File: config.mk
export PLATFORM = sky130hd
export DESIGN_NAME = ce_wp_gate
export DESIGN_NICKNAME = d
export VERILOG_FILES = /design/src/rtl/ce_gate_pkg.sv /design/src/rtl/ce_gate_timer.sv /design/src/rtl/ce_gate_seq.sv /design/src/rtl/ce_gate_drive.sv /design/src/rtl/ce_wp_gate.sv
export SDC_FILE = /design/constraint.sdc
export NUM_CORES = 1
export LEC_CHECK = 0
export ABC_AREA = 1
export ABC_CLOCK_PERIOD_IN_PS = 2550
export CAP_MARGIN = 15
export CORE_AREA = 3 3 40 42
export DETAILED_ROUTE_END_ITERATION = 12
export DIE_AREA = 0 0 43 45
export PLACE_DENSITY = 0.47
export SLEW_MARGIN = 20
export SYNTH_ARGS = -nofsm -noshare
export SYNTH_HDL_FRONTEND = slang
export SYNTH_SLANG_ARGS = --single-unit
File: constraint.sdc
create_clock -name clk -period 2.55 [get_ports clk]
set_input_delay 0.255 -clock clk [delete_from_list [all_inputs] [get_ports clk]]
set_output_delay 0.255 -clock clk [all_outputs]
set_load 0.01 [all_outputs]
File: src/rtl/ce_gate_pkg.sv
package ce_gate_pkg;

    typedef enum logic [1:0] {
        GATE_PASS  = 2'd0,
        GATE_GRACE = 2'd1,
        GATE_LOCK  = 2'd2
    } gate_phase_e;

    typedef struct packed {
        logic        rst_act;
        logic        ce_n;
        logic        expired;
    } gate_view_t;

    function automatic gate_phase_e gate_next(gate_phase_e cur, gate_view_t v);
        gate_phase_e nxt;
        nxt = cur;
        unique case (cur)
            GATE_PASS:  if (v.rst_act) nxt = v.ce_n ? GATE_LOCK : GATE_GRACE;
            GATE_GRACE: begin
                if (!v.rst_act)                nxt = GATE_PASS;
                else if (v.ce_n || v.expired)  nxt = GATE_LOCK;
            end
            GATE_LOCK:  if (!v.rst_act) nxt = GATE_PASS;
            default:    nxt = GATE_PASS;
        endcase
        return nxt;
    endfunction

    function automatic logic gate_drive(gate_phase_e cur, gate_view_t v);
        logic o;
        unique case (cur)
            GATE_PASS:  o = v.ce_n;
            GATE_GRACE: o = v.ce_n | v.expired;
            default:    o = 1'b1;
        endcase
        return o;
    endfunction

endpackage

File: src/rtl/ce_gate_timer.sv
module ce_gate_timer #(
    parameter int GRACE_CYCLES = 12
) (
    input  logic clk,
    input  logic rst,
    input  logic clear,
    input  logic load,
    input  logic run,
    output logic expired
);
    localparam int CNT_W = $clog2(GRACE_CYCLES + 1);
    localparam logic [CNT_W-1:0] LIMIT = CNT_W'(GRACE_CYCLES);

    logic [CNT_W-1:0] cnt;

    always_ff @(posedge clk) begin
        if (rst || clear)             cnt <= '0;
        else if (load)                cnt <= CNT_W'(1);
        else if (run && !expired)     cnt <= cnt + CNT_W'(1);
    end

    assign expired = (cnt >= LIMIT);
endmodule

File: src/rtl/ce_gate_seq.sv
module ce_gate_seq
    import ce_gate_pkg::*;
(
    input  logic        clk,
    input  logic        rst,
    input  gate_view_t  view,
    output gate_phase_e phase,
    output logic        t_clear,
    output logic        t_load,
    output logic        t_run
);
    always_ff @(posedge clk) begin
        if (rst) phase <= GATE_PASS;
        else     phase <= gate_next(phase, view);
    end

    always_comb begin
        t_clear = !view.rst_act;
        t_load  = (phase == GATE_PASS)  && view.rst_act && !view.ce_n;
        t_run   = (phase == GATE_GRACE) && view.rst_act && !view.ce_n;
    end
endmodule

File: src/rtl/ce_gate_drive.sv
module ce_gate_drive
    import ce_gate_pkg::*;
(
    input  gate_phase_e phase,
    input  gate_view_t  view,
    output logic        ce_out_n
);
    assign ce_out_n = gate_drive(phase, view);
endmodule

File: src/rtl/ce_wp_gate.sv
module ce_wp_gate
    import ce_gate_pkg::*;
#(
    parameter int GRACE_CYCLES = 12
) (
    input  logic clk,
    input  logic rst,
    input  logic ce_in_n,
    input  logic rst_act,
    output logic ce_out_n
);
    gate_phase_e phase;
    gate_view_t  view;
    logic        t_clear, t_load, t_run, expired;

    assign view = '{rst_act: rst_act, ce_n: ce_in_n, expired: expired};

    ce_gate_seq u_seq (
        .clk(clk), .rst(rst), .view(view), .phase(phase),
        .t_clear(t_clear), .t_load(t_load), .t_run(t_run)
    );

    ce_gate_timer #(.GRACE_CYCLES(GRACE_CYCLES)) u_timer (
        .clk(clk), .rst(rst), .clear(t_clear), .load(t_load),
        .run(t_run), .expired(expired)
    );

    ce_gate_drive u_drive (
        .phase(phase), .view(view), .ce_out_n(ce_out_n)
    );
endmodule

# Word-level counts from Yosys, hierarchy flattened
# Cells that the tools add are included.
[op_classes] reduce_logical=14 order_cmp=1 bitwise_logic=1 n_eq_ne=5 mux=9 add_sub_neg=1
[ops] operator="$mux 2" count=5
[ops] operator="$pmux 2 s3" count=1
[ops] operator="$logic_and 1x1->1" count=5
[ops] operator="$add 4x1->4 const B" count=1
[ops] operator="$ge 4x4->1 const B" count=1
[ops] operator="$ne 2x2->1 const B" count=2
[ops] operator="$logic_not 1->1" count=3
[ops] operator="$ne 3x3->1 const B" count=1
[ops] operator="$reduce_and 3->1" count=1
[ops] operator="$eq 2x1->1 const B" count=1
[ops] operator="$eq 2x2->1 const B" count=1
[ops] operator="$logic_not 2->1" count=1
[ops] operator="$logic_or 1x1->1" count=2
[ops] operator="$mux 1" count=2
[ops] operator="$pmux 1 s2" count=1
[ops] operator="$reduce_bool 2->1" count=1
[ops] operator="$reduce_or 2->1" count=1
[ops] operator="$or 1x1->1" count=1
[word_totals] register_bits=6 wordCells=34 inputBits=4 out_inout_bits=1

# Longest topological paths before layout
# Gate-level depths: netlist (run 1).
[logic_depth] depth_word=6 depth_mapped=7 mapped_depth_nobuf=7

# Hierarchy
# From an unflattened synthesis (run 1), not the netlist that was laid out.
[hier_totals] hier_cells=54 hier_area_um2=352.8
[modules_own_cells] module="ce_gate_timer" n_inst=1 area_per_inst_um2=219.0 seq_area_each_um2=80.1 cells_per_inst=31
[modules_own_cells] module="ce_gate_seq" n_inst=1 area_per_inst_um2=122.6 seq_area_each_um2=40.0 cells_per_inst=20
[modules_own_cells] module="ce_gate_drive" n_inst=1 area_per_inst_um2=11.3 seq_area_each_um2=0.0 cells_per_inst=3

# Worst setup path before layout (run 1)
# OpenSTA, ideal clock, no wires.
[synth_path] path_type="register to output" startpoint="register u_timer.cnt[2]" endpoint="output ce_out_n" n_path_buf=0 arrival_ns=0.804 required_time_ns=2.295 slack_ns=1.491 path_stages_with_launch=5 cell_sequence="dfxtp_1 > nand2_1 > nand2_2 > inv_1 > a31oi_1"
[synth_between] elab_chain_cells=3
[synth_lines] element="start: declaration" line_no="ce_gate_timer.sv:14" source="logic [CNT_W-1:0] cnt;"
[synth_lines] element="start signal: assignment" line_no="ce_gate_timer.sv:19" source="else if (run && !expired) cnt <= cnt + CNT_W'(1);"
[synth_lines] element="$ge 4x4->1" line_no="ce_gate_timer.sv:22" source="assign expired = (cnt >= LIMIT);"
[synth_lines] element="$or 1x1->1" line_no="ce_gate_pkg.sv:34" source="GATE_GRACE: o = v.ce_n | v.expired;"
[synth_lines] element="$pmux 1 s2" line_no="ce_gate_pkg.sv:32" source="unique case (cur)"
[synth_lines] element="end: declaration" line_no="ce_wp_gate.sv:10" source="output logic ce_out_n"
# No other way between the ends.

# Worst setup path after layout (run 1)
[layout_path] startpoint="input ce_in_n" endpoint="output ce_out_n"
[layout_between] elab_chain_cells=2
[layout_lines] element="start: declaration" line_no="ce_wp_gate.sv:8" source="input logic ce_in_n,"
[layout_lines] element="$or 1x1->1" line_no="ce_gate_pkg.sv:34"
[layout_lines] element="$pmux 1 s2 *" line_no="ce_gate_pkg.sv:32"
# Mark *: on every way between the ends. The rest lies on a longest branch, timed or not.

==> metrics, run 1 <==
dpl hpwl=460 µm; GRT Residual Overflow=0; max-slew violations=0; total power=0.212 mW; fin worst setup slack=543 ps; FP Rows=13; Clock Latency Late Sink=240 ps; DR iter-0 viols=4; mapped cell area=317 µm²; WS Path Type=input port to primary output; Reg clk slew, reported paths=40 ps; share of cells above drive strength 1=15.1%; clock sinks=6; Pre-Repair DR Iteration Count=4; largest net degree at the start of global routing=6; routed vias/inst=4.19; Synth top area share=37.9%; Main synth FF type=dfxtp_1; commonest cells in the netlist=nand2_1 (10), inv_1 (9), dfxtp_1 (6), a21oi_1 (5), nor2_1 (4); critical path arrival=1750 ps; filler cell count=149; Layout Cells excl Fill=68; final non-filler cell area=398 µm²; DP Worst Slack=559 ps; post-route setup TNS=0 ps; Setup-failing EPs final=0; Hold Path End=u_timer.cnt[3]; CTS H-tree lvls=1; Synth Instances=46; ys async rst share=0%; Synth area leader=dfxtp_1; Hold Violations, Final=0; fin nets=60; I/O Buffers=4; Hold WC Path Type=flop to flop; die area=1940 µm²; WL final=581 µm; hold path depth=2; Core Footprint=1280 µm²; min-delay src=u_timer.cnt[3]; CTS Buf Count=3; ant diodes=0; min Tclk post-route=2010 ps; top-level I/O count=5; max-cap violation count=0; CP endpoint kind=primary output; Synth Register Bits=6; RSZ-0062 raised after global routing=no; most common cell in the netlist=nand2_1; clock skew=1.34 ps; EDFF count, synth=0; Avg WL per Cell=8.54 µm; post-CTS resize count=0; Hold WS=481 ps; slew margin rel.=82.7%; Pleak=0.171 nW; Post-CTS Setup Bufs=0; initial antenna violation count=0; Ys Warns=0; Die W=43 µm; Peak VDD IR=113 µV; number of remaining DRC errors=0; Worst R2R Start=u_timer.cnt[2]; Clock Tree Buf Depth=2; Pwr Density=533 nW/µm²; fin util=31.0%; Area after DPL=375 µm²; total track usage=6.32%; area delta synth->final=25.7%; Critical Path RT=2300 ps; register area share after synthesis=37.9%; root buffer cell=clkbuf_4; FF-to-FF End=u_seq.phase[0]; routability cong.=0.721; Max Fclk=498 MHz; Vias=285; DIE HEIGHT=45 µm; CTS tree=yes; placed insts=65; Worst setup SP type=input port; mean post-synth cell area=6.88 µm²; library cells used by synthesis=15; Crit Path Max Fanout=3; first-pass GRT wire length=897 µm; Initial Util=24.6%; Post-Syn Nets=51; R2R cell count=5; Hold Buf Count CTS=0; Final ANT Viol Nets=0; top cells by area, synth=dfxtp_1 (38%), nand2_1 (12%), inv_1 (11%); run status=finished, final reports clean; worst slew pin tran=258 ps; R2R setup slack=1560 ps; vias in the first global route=262; Tcrit/Tclk final=78.7%
power breakdown:
part           switching (mW)  internal, mW  total [mW]
Sequential            0.00244        0.0969      0.0993
Clock                  0.0326        0.0531      0.0857
Combinational          0.0143        0.0126      0.0270
layer usage:
layer / global-route usage [%] / part of all wire [%] / vias up
met5: 0 / 0 / -
met4: 7.23 / 0 / 0
met3: 1.20 / 2.4 / 0
met2: 10.2 / 52 / 3
met1: 6.49 / 45 / 126
li1: - / - / 156
cell type report:
class                      instances  area, µm²  area share, %
tap                               15       18.8           4.72
sequential                         6        120           30.2
inverter                          10       37.5           9.43
timing repair buffer               4       40.0           10.1
multi-input combinational         30        159           39.9
clock buffer                       3       22.5           5.66
cells by family after synthesis:
family | share of synthesized area [%]
buffers and inverters | 11.9
AOI/OAI and AO/OA | 11.5
DFF | 37.9
adders and majority gates | 3.95
xor gates and xnor gates | 2.77
and+or+nand+nor | 32.0
worst max-delay path, stage by stage:
cell and delay [ps]:
clkdlybuf4s50_1 480, inv_1 70, nand2_2 100, inv_1 50, a31oi_1 210, clkdlybuf4s50_1 590
cells in the final DEF (no fill, tap or decap):
cell type and count:
nand2_1 10, inv_1 9, dfxtp_1 6, a21oi_1 5, nor2_1 4, clkdlybuf4s50_1 4, clkbuf_4 3, nand2_2 2
nand3_1 2, nor3_1 1, a31oi_1 1, nand3_2 1, nor2_4 1, inv_2 1, o21ai_0 1, xor2_1 1
ha_1 1
worst max path at each step:
stage	startpoint	endpoint	slack [ps]	cells after the start
finish	ce_in_n	ce_out_n	540	6
global route	ce_in_n	ce_out_n	490	6
CTS	ce_in_n	ce_out_n	540	6
detailed placement	ce_in_n	ce_out_n	560	6
global placement	ce_in_n	ce_out_n	530	6
floorplan	u_timer.cnt[2]	ce_out_n	1490	4
state kept, by name, summed over array words and instances (netlist names):
register     flops
u_seq.phase      2
u_timer.cnt      4
Power figures use the tool's default switching activity.
==> run 2: changes to the inputs <==
- ABC_CLOCK_PERIOD_IN_PS: 2550 -> 2000
- clock period: 2.55 -> 2 ns (I/O delays scaled with it)
==> run 2 against run 1 <==
First-iteration DRC count grew 75%. Power grew 29%. Routed wire length rose by 3.1%. Non-clock buffer count is the same. Largest power group unchanged.
==> metrics, run 2 (same netlist as run 1, synthesis figures left out) <==
fin nets=60; run status=finished, final reports clean; CTS tree=yes; top-level I/O count=5; total track usage=7.58%; max-cap violation count=0; CP max stage cell=clkdlybuf4s50_1; CP endpoint kind=primary output; routability cong.=0.631; Crit Path Max Fanout=3; slew margin rel.=84.3%; Pre-Repair DR Iteration Count=4; number of remaining DRC errors=0; Hold WC Path Type=flop to flop; Avg WL per Cell=8.81 µm; Max Fclk=539 MHz; clock sinks=6; Worst setup SP type=input port; max reg flops=4; CTS H-tree lvls=1; Post-CTS Setup Bufs=0; root buffer cell=clkbuf_4; Peak VDD IR=230 µV; FP Rows=13; ant diodes=0; post-CTS resize count=0; RSZ-0062 raised after global routing=no; Vias=280; post-route setup TNS=0 ps; gr busiest metal=met4; WS Path Type=input port to primary output; GRT Residual Overflow=0; slowest cell delay on critical path=570 ps; WL final=599 µm; Pwr Density=688 nW/µm²; routed vias/inst=4.12; Initial Util=24.6%; met3 Resource Use GR=1.20%; clock skew=2.63 ps; met2 usage=9.88%; first-pass GRT wire length=979 µm; dpl hpwl=463 µm; Critical Path RT=1800 ps; critical path arrival=1660 ps; Tcrit/Tclk final=92.8%; die area=1940 µm²; biggest regs=u_timer.cnt: 4 flops, u_seq.phase: 2 flops; share of cells above drive strength 1=15.1%; most common cell after layout, fill and taps aside=nand2_1; global routing usage on met1=8.19%; max-slew violations=0; Clock Latency Late Sink=250 ps; Hold Buf Count CTS=0; final non-filler cell area=398 µm²; CTS Buf Count=3; most frequent cells in the layout=nand2_1 (10), inv_1 (9), dfxtp_1 (6); CP Cell Sequence=clkdlybuf4s50_1 > inv_1 > nand2_2 > inv_1 > a31oi_1 > clkdlybuf4s50_1; largest net degree at the start of global routing=6; Largest Register=u_timer.cnt; Die W=43 µm; Final ANT Viol Nets=0; min Tclk post-route=1860 ps; Setup-failing EPs final=0; worst slew pin tran=233 ps; area delta synth->final=25.7%; Pleak=0.171 nW; vias in the first global route=251; Core Footprint=1280 µm²; initial antenna violation count=0; Hold Violations, Final=0; DR iter-0 viols=7; I/O Buffers=4; Clock Tree Buf Depth=2; Area after DPL=375 µm²; Reg clk slew, reported paths=40 ps; DIE HEIGHT=45 µm
==> run 2: power breakdown <==
group,total (mW),internal (mW),switching (mW)
Sequential,0.126,0.123,0.00295
Combinational,0.0341,0.0161,0.0180
Clock,0.113,0.0680,0.0453
==> run 2: area by class of cell <==
class	instances	area, µm²
timing repair buffer	4	40.0
tap	15	18.8
fill	142	887
clock buffer	3	22.5
sequential	6	120
inverter	10	37.5
multi-input combinational	30	159
==> run 2: worst max-delay path, delay by kind of cell <==
kind | cells | cell delay (ps)
AO/OA/AOI/OAI | 1 | 180
buffers and inverters | 4 | 1180
AND/OR/NAND/NOR | 1 | 100
==> run 2: per-stage QoR <==
| step | instances | total power, mW | util (%) | worst slack (ps) | hold WS [ps] |
|---|---|---|---|---|---|
| 6_report | 68 | 0.274 | 31.0 | 144 | 492 |
| 5_1_grt | 68 | 0.287 | 31.0 | 85.1 | 511 |
| 4_1_cts | 68 | 0.278 | 31.0 | 133 | 493 |
| 3_5_place_dp | 65 | 0.163 | 29.2 | 150 | 483 |
| 3_3_place_gp | 65 | 0.163 | 29.2 | 154 | 469 |
| 2_1_floorplan | 46 | 0.148 | - | 996 | 269 |
==> run 2: metal layers <==
metal,vias to the layer above,wire length [µm]
li1,159,-
met1,112,306
met2,6,245
met5,-,0
met4,0,30
met3,3,16
==> run 2: worst paths after layout <==
kind,cells after the start,slack [ps],start,end
max,6,140,ce_in_n,ce_out_n
max reg2reg,6,1030,u_seq.phase[1],u_timer.cnt[1]
min reg2reg,2,490,u_timer.cnt[1],u_timer.cnt[1]
min,2,490,u_timer.cnt[1],u_timer.cnt[1]
==> run 3: changes to the inputs <==
- SKIP_CTS_REPAIR_TIMING: not set -> 1
==> results of run 3 <==
The final DEF is identical to that of run 2; final timing and power are the same.
